[config.mk]
export PLATFORM = sky130hd
export DESIGN_NAME = bt_land_guard
export DESIGN_NICKNAME = d
export VERILOG_FILES = /design/src/rtl/btlg_pkg.sv /design/src/rtl/btlg_set_rules.sv /design/src/rtl/btlg_land_detect.sv /design/src/rtl/btlg_state.sv /design/src/rtl/bt_land_guard.sv
export SDC_FILE = /design/constraint.sdc
export NUM_CORES = 1
export LEC_CHECK = 0
export BUFFER_PORTS_ARGS = -buffer_cell sky130_fd_sc_hd__buf_2
export CORE_MARGIN = 2
export CORE_UTILIZATION = 38
export DETAILED_ROUTE_END_ITERATION = 16
export GPL_TIMING_DRIVEN = 0
export PLACE_DENSITY = 0.82
export SETUP_SLACK_MARGIN = 0.3
export SLEW_MARGIN = 0
export SYNTH_ARGS = -nofsm -noshare
export SYNTH_HDL_FRONTEND = slang
export SYNTH_HIERARCHICAL = 1
export SYNTH_SLANG_ARGS = --single-unit
[constraint.sdc]
create_clock -name clk -period 1.2 [get_ports clk]
set_input_delay 0.12 -clock clk [delete_from_list [all_inputs] [get_ports clk]]
set_output_delay 0.12 -clock clk [all_outputs]
set_load 0.005 [all_outputs]
[src/rtl/btlg_pkg.sv]
package btlg_pkg;

    localparam int DEF_REG_W = 4;
    localparam int DEF_LR    = 14;
    localparam int DEF_SP    = 13;

    typedef enum logic [2:0] {
        OPC_OTHER  = 3'd0,
        OPC_BRLX   = 3'd1,
        OPC_BRX    = 3'd2,
        OPC_LDREG  = 3'd3,
        OPC_LDLIT  = 3'd4,
        OPC_LDIMM  = 3'd5,
        OPC_LDMULT = 3'd6,
        OPC_SIGNRA = 3'd7
    } opc_e;

    typedef struct packed {
        logic pend;
        logic fault;
    } guard_st_t;

    function automatic logic is_plain_load(opc_e c);
        return (c == OPC_LDREG) || (c == OPC_LDLIT);
    endfunction

    function automatic logic is_base_load(opc_e c);
        return (c == OPC_LDIMM) || (c == OPC_LDMULT);
    endfunction

endpackage

[src/rtl/btlg_set_rules.sv]
module btlg_set_rules
    import btlg_pkg::*;
#(
    parameter int REG_W  = DEF_REG_W,
    parameter int LR_IDX = DEF_LR,
    parameter int SP_IDX = DEF_SP
) (
    input  opc_e             opc,
    input  logic [REG_W-1:0] treg,
    input  logic             pc_dest,
    input  logic [REG_W-1:0] base,
    input  logic             wback,
    input  logic             notrack,
    output logic             want_set
);
    localparam logic [REG_W-1:0] LR_V = LR_IDX[REG_W-1:0];
    localparam logic [REG_W-1:0] SP_V = SP_IDX[REG_W-1:0];

    logic sp_wb;
    logic raw;

    always_comb begin
        sp_wb = (base == SP_V) && wback;
        unique case (opc)
            OPC_BRLX:              raw = 1'b1;
            OPC_BRX:               raw = (treg != LR_V);
            OPC_LDREG, OPC_LDLIT:  raw = pc_dest;
            OPC_LDIMM, OPC_LDMULT: raw = pc_dest && !sp_wb;
            default:               raw = 1'b0;
        endcase
        want_set = raw && !notrack;
    end
endmodule

[src/rtl/btlg_land_detect.sv]
module btlg_land_detect
    import btlg_pkg::*;
(
    input  opc_e opc,
    input  logic land_flag,
    output logic is_land
);
    always_comb is_land = land_flag || (opc == OPC_SIGNRA);
endmodule

[src/rtl/btlg_state.sv]
module btlg_state
    import btlg_pkg::*;
#(
    parameter int TAG_W = 8
) (
    input  logic             clk,
    input  logic             rst,
    input  logic             en,
    input  logic             valid,
    input  logic             want_set,
    input  logic             is_land,
    input  logic [TAG_W-1:0] tag,
    output logic             pend,
    output logic             fault,
    output logic [TAG_W-1:0] fault_tag
);
    guard_st_t        st_q, st_d;
    logic [TAG_W-1:0] tag_q, tag_d;

    always_comb begin
        st_d.pend  = st_q.pend;
        st_d.fault = 1'b0;
        tag_d      = tag_q;
        if (!en) begin
            st_d.pend = 1'b0;
        end else if (valid) begin
            if (st_q.pend) begin
                st_d.pend = 1'b0;
                if (!is_land) begin
                    st_d.fault = 1'b1;
                    tag_d      = tag;
                end
            end else if (want_set) begin
                st_d.pend = 1'b1;
            end
        end
    end

    always_ff @(posedge clk) begin
        if (rst) begin
            st_q  <= '0;
            tag_q <= '0;
        end else begin
            st_q  <= st_d;
            tag_q <= tag_d;
        end
    end

    assign pend      = st_q.pend;
    assign fault     = st_q.fault;
    assign fault_tag = tag_q;
endmodule

[src/rtl/bt_land_guard.sv]
module bt_land_guard
    import btlg_pkg::*;
#(
    parameter int REG_W  = DEF_REG_W,
    parameter int TAG_W  = 8,
    parameter int LR_IDX = DEF_LR,
    parameter int SP_IDX = DEF_SP
) (
    input  logic             clk,
    input  logic             rst,
    input  logic             en_i,
    input  logic             ins_valid_i,
    input  logic [2:0]       ins_class_i,
    input  logic [REG_W-1:0] ins_treg_i,
    input  logic             ins_pc_dest_i,
    input  logic [REG_W-1:0] ins_base_i,
    input  logic             ins_wback_i,
    input  logic             ins_land_i,
    input  logic             ins_notrack_i,
    input  logic [TAG_W-1:0] ins_tag_i,
    output logic             pend_o,
    output logic             fault_o,
    output logic [TAG_W-1:0] fault_tag_o
);
    opc_e opc;
    logic want_set;
    logic is_land;

    assign opc = opc_e'(ins_class_i);

    btlg_set_rules #(.REG_W(REG_W), .LR_IDX(LR_IDX), .SP_IDX(SP_IDX)) rules_i (
        .opc(opc), .treg(ins_treg_i), .pc_dest(ins_pc_dest_i),
        .base(ins_base_i), .wback(ins_wback_i), .notrack(ins_notrack_i),
        .want_set(want_set)
    );

    btlg_land_detect land_i (
        .opc(opc), .land_flag(ins_land_i), .is_land(is_land)
    );

    btlg_state #(.TAG_W(TAG_W)) state_i (
        .clk(clk), .rst(rst), .en(en_i), .valid(ins_valid_i),
        .want_set(want_set), .is_land(is_land), .tag(ins_tag_i),
        .pend(pend_o), .fault(fault_o), .fault_tag(fault_tag_o)
    );
endmodule

==> run metrics, run 1 <==
status finished, final reports clean; area of the multi-input gates 288 um^2; H-tree depth 1; TNS Setup 0 ps; Nets 123; Reg2Reg Setup Slack approximately 250 ps; TritonCTS clock tree yes; Netlist Area Pre-Place 503 um^2; Setup-failing EPs final 0; MaxCap Viol Count 0; proportion of layout cells with a drive suffix above 1 45.7%; Worst slew margin 79.7%; Slew @ Worst Pin 305 ps; Seq cells post-synth 10; largest net degree at the start of global routing 11; RSZ-0062 raised after global routing yes; Pwr Density 867 nW/um^2; f_max between 1000 and 1500 MHz; GPL Wtd Cong 0.568; clk buf depth 2; drt pass-1 iters 4; first-pass GRT wire length 1660 um; WL/cell between 10 and 15 um; initial antenna violation count 0; minimum clock period about 950 ps; sequential area share after synthesis approximately two fifths; Final Util roughly three fifths; peak supply drop 419 uV; dpl ws 66.1 ps; diode count 0; Setup CP Type flip-flop to flip-flop; Post-Route WL 1150 um; Startpoint Class flip-flop; post-route ant nets 0; Die Area 1630 um^2; fin crit share between 70% and 80%; Ports 37; port bufs 36; Finished Layout Cells 109; clock sinks 10; Critical Path AT 1140 ps; Ys Warns 6; Fillers 124; Yosys cell types 17; area delta synth->final 48.5%; total number of vias ~500; CP required approximately 1400 ps; Initial Utilization between 30% and 40%; Final Max Tran Viols 0; Synth Net Count 80; Die W 40.4 um; final worst slack 253 ps; Cells after DPL 104; Post-Synthesis Cells 53; vias in the first global route 413; GR Overflow Total 0; Tightest Hold Check Type primary input to flip-flop; crit path max fanout 5; Static Leak about 0.00035 uW; CTS root buf clkbuf_4; core footprint 1270 um^2; Worst Skew 0.593 ps; DIE HEIGHT 40.4 um; clock transition at the registers of the reported paths 60 ps; # DRC 0; element type at the critical path end flip-flop; drt via density 4.62; starting DRC count in detailed routing 7; FF/Latch Area 201 um^2; Mapped Avg Cell Area ~9.5 um^2; num rows 13; gr usage total 15.3%; Worst-Skew Late Latency 260 ps; count of final hold-check violations 0; CTS buffer count 3
## worst paths after layout
path | start | to | cells past startpoint
min | en_i | state_i/pend$_SDFFE_PP0P_ | 3
max reg2reg | state_i/pend$_SDFFE_PP0P_ | state_i/fault_tag[6]$_SDFFE_PP0P_ | 3
max | state_i/pend$_SDFFE_PP0P_ | state_i/fault_tag[6]$_SDFFE_PP0P_ | 3
min reg2reg | state_i/fault_tag[1]$_SDFFE_PP0P_ | state_i/fault_tag[1]$_SDFFE_PP0P_ | 2
## metal layers
layer | global-route usage, % | share of wire (%) | up-vias
li1 | - | - | 268
met5 | 0 | 0 | -
met2 | 23.0 | 49 | 12
met1 | 21.5 | 45 | 222
met3 | 3.33 | 3.9 | 2
met4 | 5.00 | 1.0 | 0
## power by group
group / total (uW) / internal [uW] / switching (uW)
combinational: 88.5 / 54.6 / 33.9
sequential: 334 / 333 / 0.565
clock: 226 / 116 / 110
total: 648 / 504 / 144
## logic make-up after synthesis
logic type             synth area share, %
AO/OA/AOI/OAI                         5.22
buffers and inverters                 2.98
flip-flops                            39.8
multiplexers                          15.9
AND/OR/NAND/NOR                       36.1
## state kept, by name (all words and copies together) (netlist names)
register and flops:
state_i/fault 1, state_i/pend 1, state_i/fault_tag 8
## cells in the mapped netlist, drive strengths merged
library cell / n / area [um^2]
nand3: 1 / 5.00
clkbuf: 1 / 3.75
nand4: 1 / 6.26
nand3b: 1 / 7.51
nand4b: 1 / 8.76
and4b: 1 / 10.0
o211ai: 1 / 7.51
buf: 1 / 11.3
nor4b: 1 / 8.76
nand2b: 18 / 113
and2b: 1 / 7.51
nand2: 1 / 3.75
a31o: 1 / 8.76
a21oi: 2 / 10.0
mux2i: 8 / 80.1
nor2: 3 / 11.3
dfxtp: 10 / 200
## through the flow
step	hold slack [ps]	cell area, um^2	power (uW)
5_1_grt	116	747	677
2_1_floorplan	250	503	375
3_5_place_dp	383	702	428
6_report	105	747	648
4_1_cts	101	741	651
3_3_place_gp	372	702	425
## what timing repair did
action / in CTS / in global routing
pin swaps: 1 / 1
buffers inserted: 1 / 0
hold buffers: 0 / 0
endpoints found under the setup margin: 8 / 10
resized for setup: 2 / 1
cloned: 1 / 0
## critical path: stages (launching register included)
cell	delay [ps]
dfxtp_2	320
and4b_1	220
buf_6	150
mux2i_1	190
## cell type report
class,count,share of cell area [%]
clock buffers,3,3.02
repair buffers,38,27.0
flip-flops and latches,10,27.0
well taps,15,2.51
plain buffers,2,2.01
multi-input cells,41,38.5
## layout by cell type, fill, tap and decap left out
cell type  instances
buf_2             35
and4b_1            1
mux2i_1            8
nand3b_1           1
clkbuf_4           3
nor4b_1            1
nand4b_1           1
clkbuf_1           1
a21oi_1            2
buf_6              2
nand2_1            1
nor2_1             3
nand3_1            1
and2b_1            1
o211ai_1           1
a31o_1             1
dfxtp_1            9
nand2b_1          18
buf_4              2
dfxtp_2            1
nand4_1            1
No activity file was read; power rests on OpenSTA's default activity.
==> run 2, diff against run 1 <==
--- a/config.mk
+++ b/config.mk
@@ -7,10 +7,10 @@
 export LEC_CHECK = 0
 export BUFFER_PORTS_ARGS = -buffer_cell sky130_fd_sc_hd__buf_2
 export CORE_MARGIN = 2
-export CORE_UTILIZATION = 38
+export CORE_UTILIZATION = 34
 export DETAILED_ROUTE_END_ITERATION = 16
 export GPL_TIMING_DRIVEN = 0
-export PLACE_DENSITY = 0.82
+export PLACE_DENSITY = 0.78
 export SETUP_SLACK_MARGIN = 0.3
 export SLEW_MARGIN = 0
 export SYNTH_ARGS = -nofsm -noshare
==> constraint.sdc (replaced) <==
create_clock -name clk -period 0.85 [get_ports clk]
set_input_delay 0.085 -clock clk [delete_from_list [all_inputs] [get_ports clk]]
set_output_delay 0.085 -clock clk [all_outputs]
set_load 0.005 [all_outputs]
==> run 2 against run 1 <==
The flow now finishes with violations (negative setup slack). Clock power up 88%. Fmax is 3.4% lower. Setup slack got worse by 380 ps. Power is 59% higher. Die area grew 11%. Core utilization increased by 0.97 points. Clock-buffer cell count up 1. Worst hold slack worse by 52 ps. Global-route usage down 1.4 points. Sequential share of layout area shrank 0.64 points. Largest cell class unchanged.
==> run metrics, run 2 (synthesis results as in run 1) <==
status finished with violations (was finished, final reports clean); failing checks negative setup slack; Critical Path AT 1170 ps (was 1140 ps); Hold Path Stages 3 (unchanged); Die W 42.5 um (was 40.4 um); MaxCap Viol Count 0 (unchanged); Static Leak 0.000365 uW (was 0.000351 uW); Setup CP Type flip-flop to flip-flop (unchanged); HPWL Detailed roughly 890 um; Cells after DPL 104 (unchanged); GR Overflow Total 0 (unchanged); Post-Route WL 1150 um (about the same); # DRC 0 (unchanged); Slew @ Worst Pin 308 ps (was 305 ps); peak supply drop 755 uV (was 419 uV); WL/cell 10.5 um (about the same); gr usage total 14.0% (was 15.3%); Worst slew margin 79.5% (was 79.7%); Ports 37 (unchanged); drt pass-1 iters 4 (unchanged); Worst-Skew Late Latency 270 ps (was 260 ps); CP required 1040 ps (was 1390 ps); f_max 1020 MHz (was 1060 MHz); initial antenna violation count 0 (unchanged); RSZ-0062 raised after global routing yes (unchanged); critical path's top delay family flip-flops (unchanged); Die Area 1800 um^2 (was 1630 um^2); commonest non-fill, non-tap cells in the layout 32 x buf_2, 18 x nand2b_1, 8 x mux2i_1, 8 x dfxtp_2, 4 x buf_6 (was 35 x buf_2, 18 x nand2b_1, 9 x dfxtp_1, 8 x mux2i_1); area of the multi-input gates 302 um^2 (was 288 um^2); DIE HEIGHT 42.5 um (was 40.4 um); FF/Latch Area 210 um^2 (was 201 um^2); clock sinks 10 (unchanged); Fillers 125 (was 124); area delta synth->final 58.7% (was 48.5%); TritonCTS clock tree yes (unchanged); vias in the first global route 470 (was 413); count of final hold-check violations 0 (unchanged); post-route ant nets 0 (unchanged); CP max-delay cell dfxtp_2 (unchanged); max FFs per register 8 (unchanged); element type at the critical path end flip-flop (unchanged); Pwr Density 1290 nW/um^2 (was 867 nW/um^2); final worst slack -131 ps (was 253 ps); Finished Layout Cells 109 (unchanged); first-pass GRT wire length 1810 um (was 1660 um); total number of vias 501 (was 504); Initial Utilization 37.7% (was 39.6%); diode count 0 (unchanged); Startpoint Class flip-flop (unchanged); Buf+Inv Stages, Crit Path 1 (unchanged); port bufs 36 (unchanged); num rows 13 (unchanged); GPL Wtd Cong 0.600 (was 0.568); Final Max Tran Viols 0 (unchanged); Nets 122 (was 123); worst-case reg-to-reg path depth 3 (unchanged); drt via density 4.60 (was 4.62); CTS root buf clkbuf_4 (unchanged); clk buf depth 2 (unchanged); largest net degree at the start of global routing 11 (unchanged); post-CTS setup buffer count 0 (was 1); Final Util 59.8% (was 58.9%); core footprint 1330 um^2 (was 1270 um^2); fin crit share 115% (was 78.9%); CTS buffer count 3 (unchanged); Setup-failing EPs final 9 (was 0); Crit path depth 3 (unchanged); total power 1030 uW (was 648 uW); H-tree depth 1 (unchanged); dpl ws -265 ps (was 66.1 ps); max incr delay on CP 340 ps (was 320 ps); starting DRC count in detailed routing 2 (was 7); Worst Skew 4.95 ps (was 0.593 ps); minimum clock period 981 ps (was 947 ps); crit path max fanout 5 (unchanged); Tightest Hold Check Type primary input to flip-flop (unchanged); clock transition at the registers of the reported paths 70 ps (was 60 ps); Hold Slack 52.9 ps (was 105 ps); most common cell after layout, fill and taps aside buf_2 (unchanged); proportion of layout cells with a drive suffix above 1 55.3% (was 45.7%); critical path, cell by cell and4b_1, buf_6, mux2i_1 (unchanged)
run 2: cell types whose count changed in the layout (fill, tap and decap cells not counted), moves of 2 or more:
cell,previous run,this run
buf_6,2,4
dfxtp_2,1,8
buf_2,35,32
dfxtp_1,9,2
run 2: cell type report:
type / instances / area share [%]
plain buffers: 2 / 1.88
multi-input cells: 41 / 37.8
well taps: 15 / 2.35
clock buffers: 4 / 4.55
repair buffers: 37 / 27.1
flip-flops and latches: 10 / 26.3
run 2: worst paths after layout:
check | startpoint | endpoint | slack [ps]
worst max register to register | state_i/pend$_SDFFE_PP0P_ | state_i/fault_tag[6]$_SDFFE_PP0P_ | -130
worst min-delay path | en_i | state_i/pend$_SDFFE_PP0P_ | 50
worst max-delay path | state_i/pend$_SDFFE_PP0P_ | state_i/fault_tag[6]$_SDFFE_PP0P_ | -130
worst min register to register | state_i/fault_tag[2]$_SDFFE_PP0P_ | state_i/fault_tag[2]$_SDFFE_PP0P_ | 470
run 2: repair_timing:
| action | 4_1_cts | 5_1_grt |
|---|---|---|
| gates cloned | 0 | 1 |
| resized for setup | 12 | 5 |
| endpoints found under the setup margin | 20 | 20 |
| hold buffers | 0 | 0 |
run 2: stage by stage:
| stage | setup TNS, ps | instance area, um^2 |
|---|---|---|
| after CTS | -999 | 771 |
| after global placement | -1980 | 706 |
| after global routing | -1340 | 798 |
| after detailed placement | -2090 | 706 |
| final | -937 | 798 |
| after floorplan | -367 | 507 |
run 2: report_power, final:
group | total [uW] | switching (uW) | internal (uW)
Clock | 426 | 166 | 260
Combinational | 135 | 49.9 | 84.7
Sequential | 472 | 1.29 | 470
run 2: metal layers:
layer / vias to the layer above / part of all wire (%) / wire [um] / track usage [%]
li1: 264 / - / - / -
met1: 221 / 40 / 463 / 11.7
met2: 14 / 52 / 592 / 23.7
met3: 2 / 6.6 / 76 / 9.48
met4: 0 / 1.2 / 14 / 8.75
met5: - / 0 / 0 / 0
run 2: worst min-delay path, cell delays in order:
cell	delay [ps]
buf_2	100
nand2b_1	60
a21oi_1	40
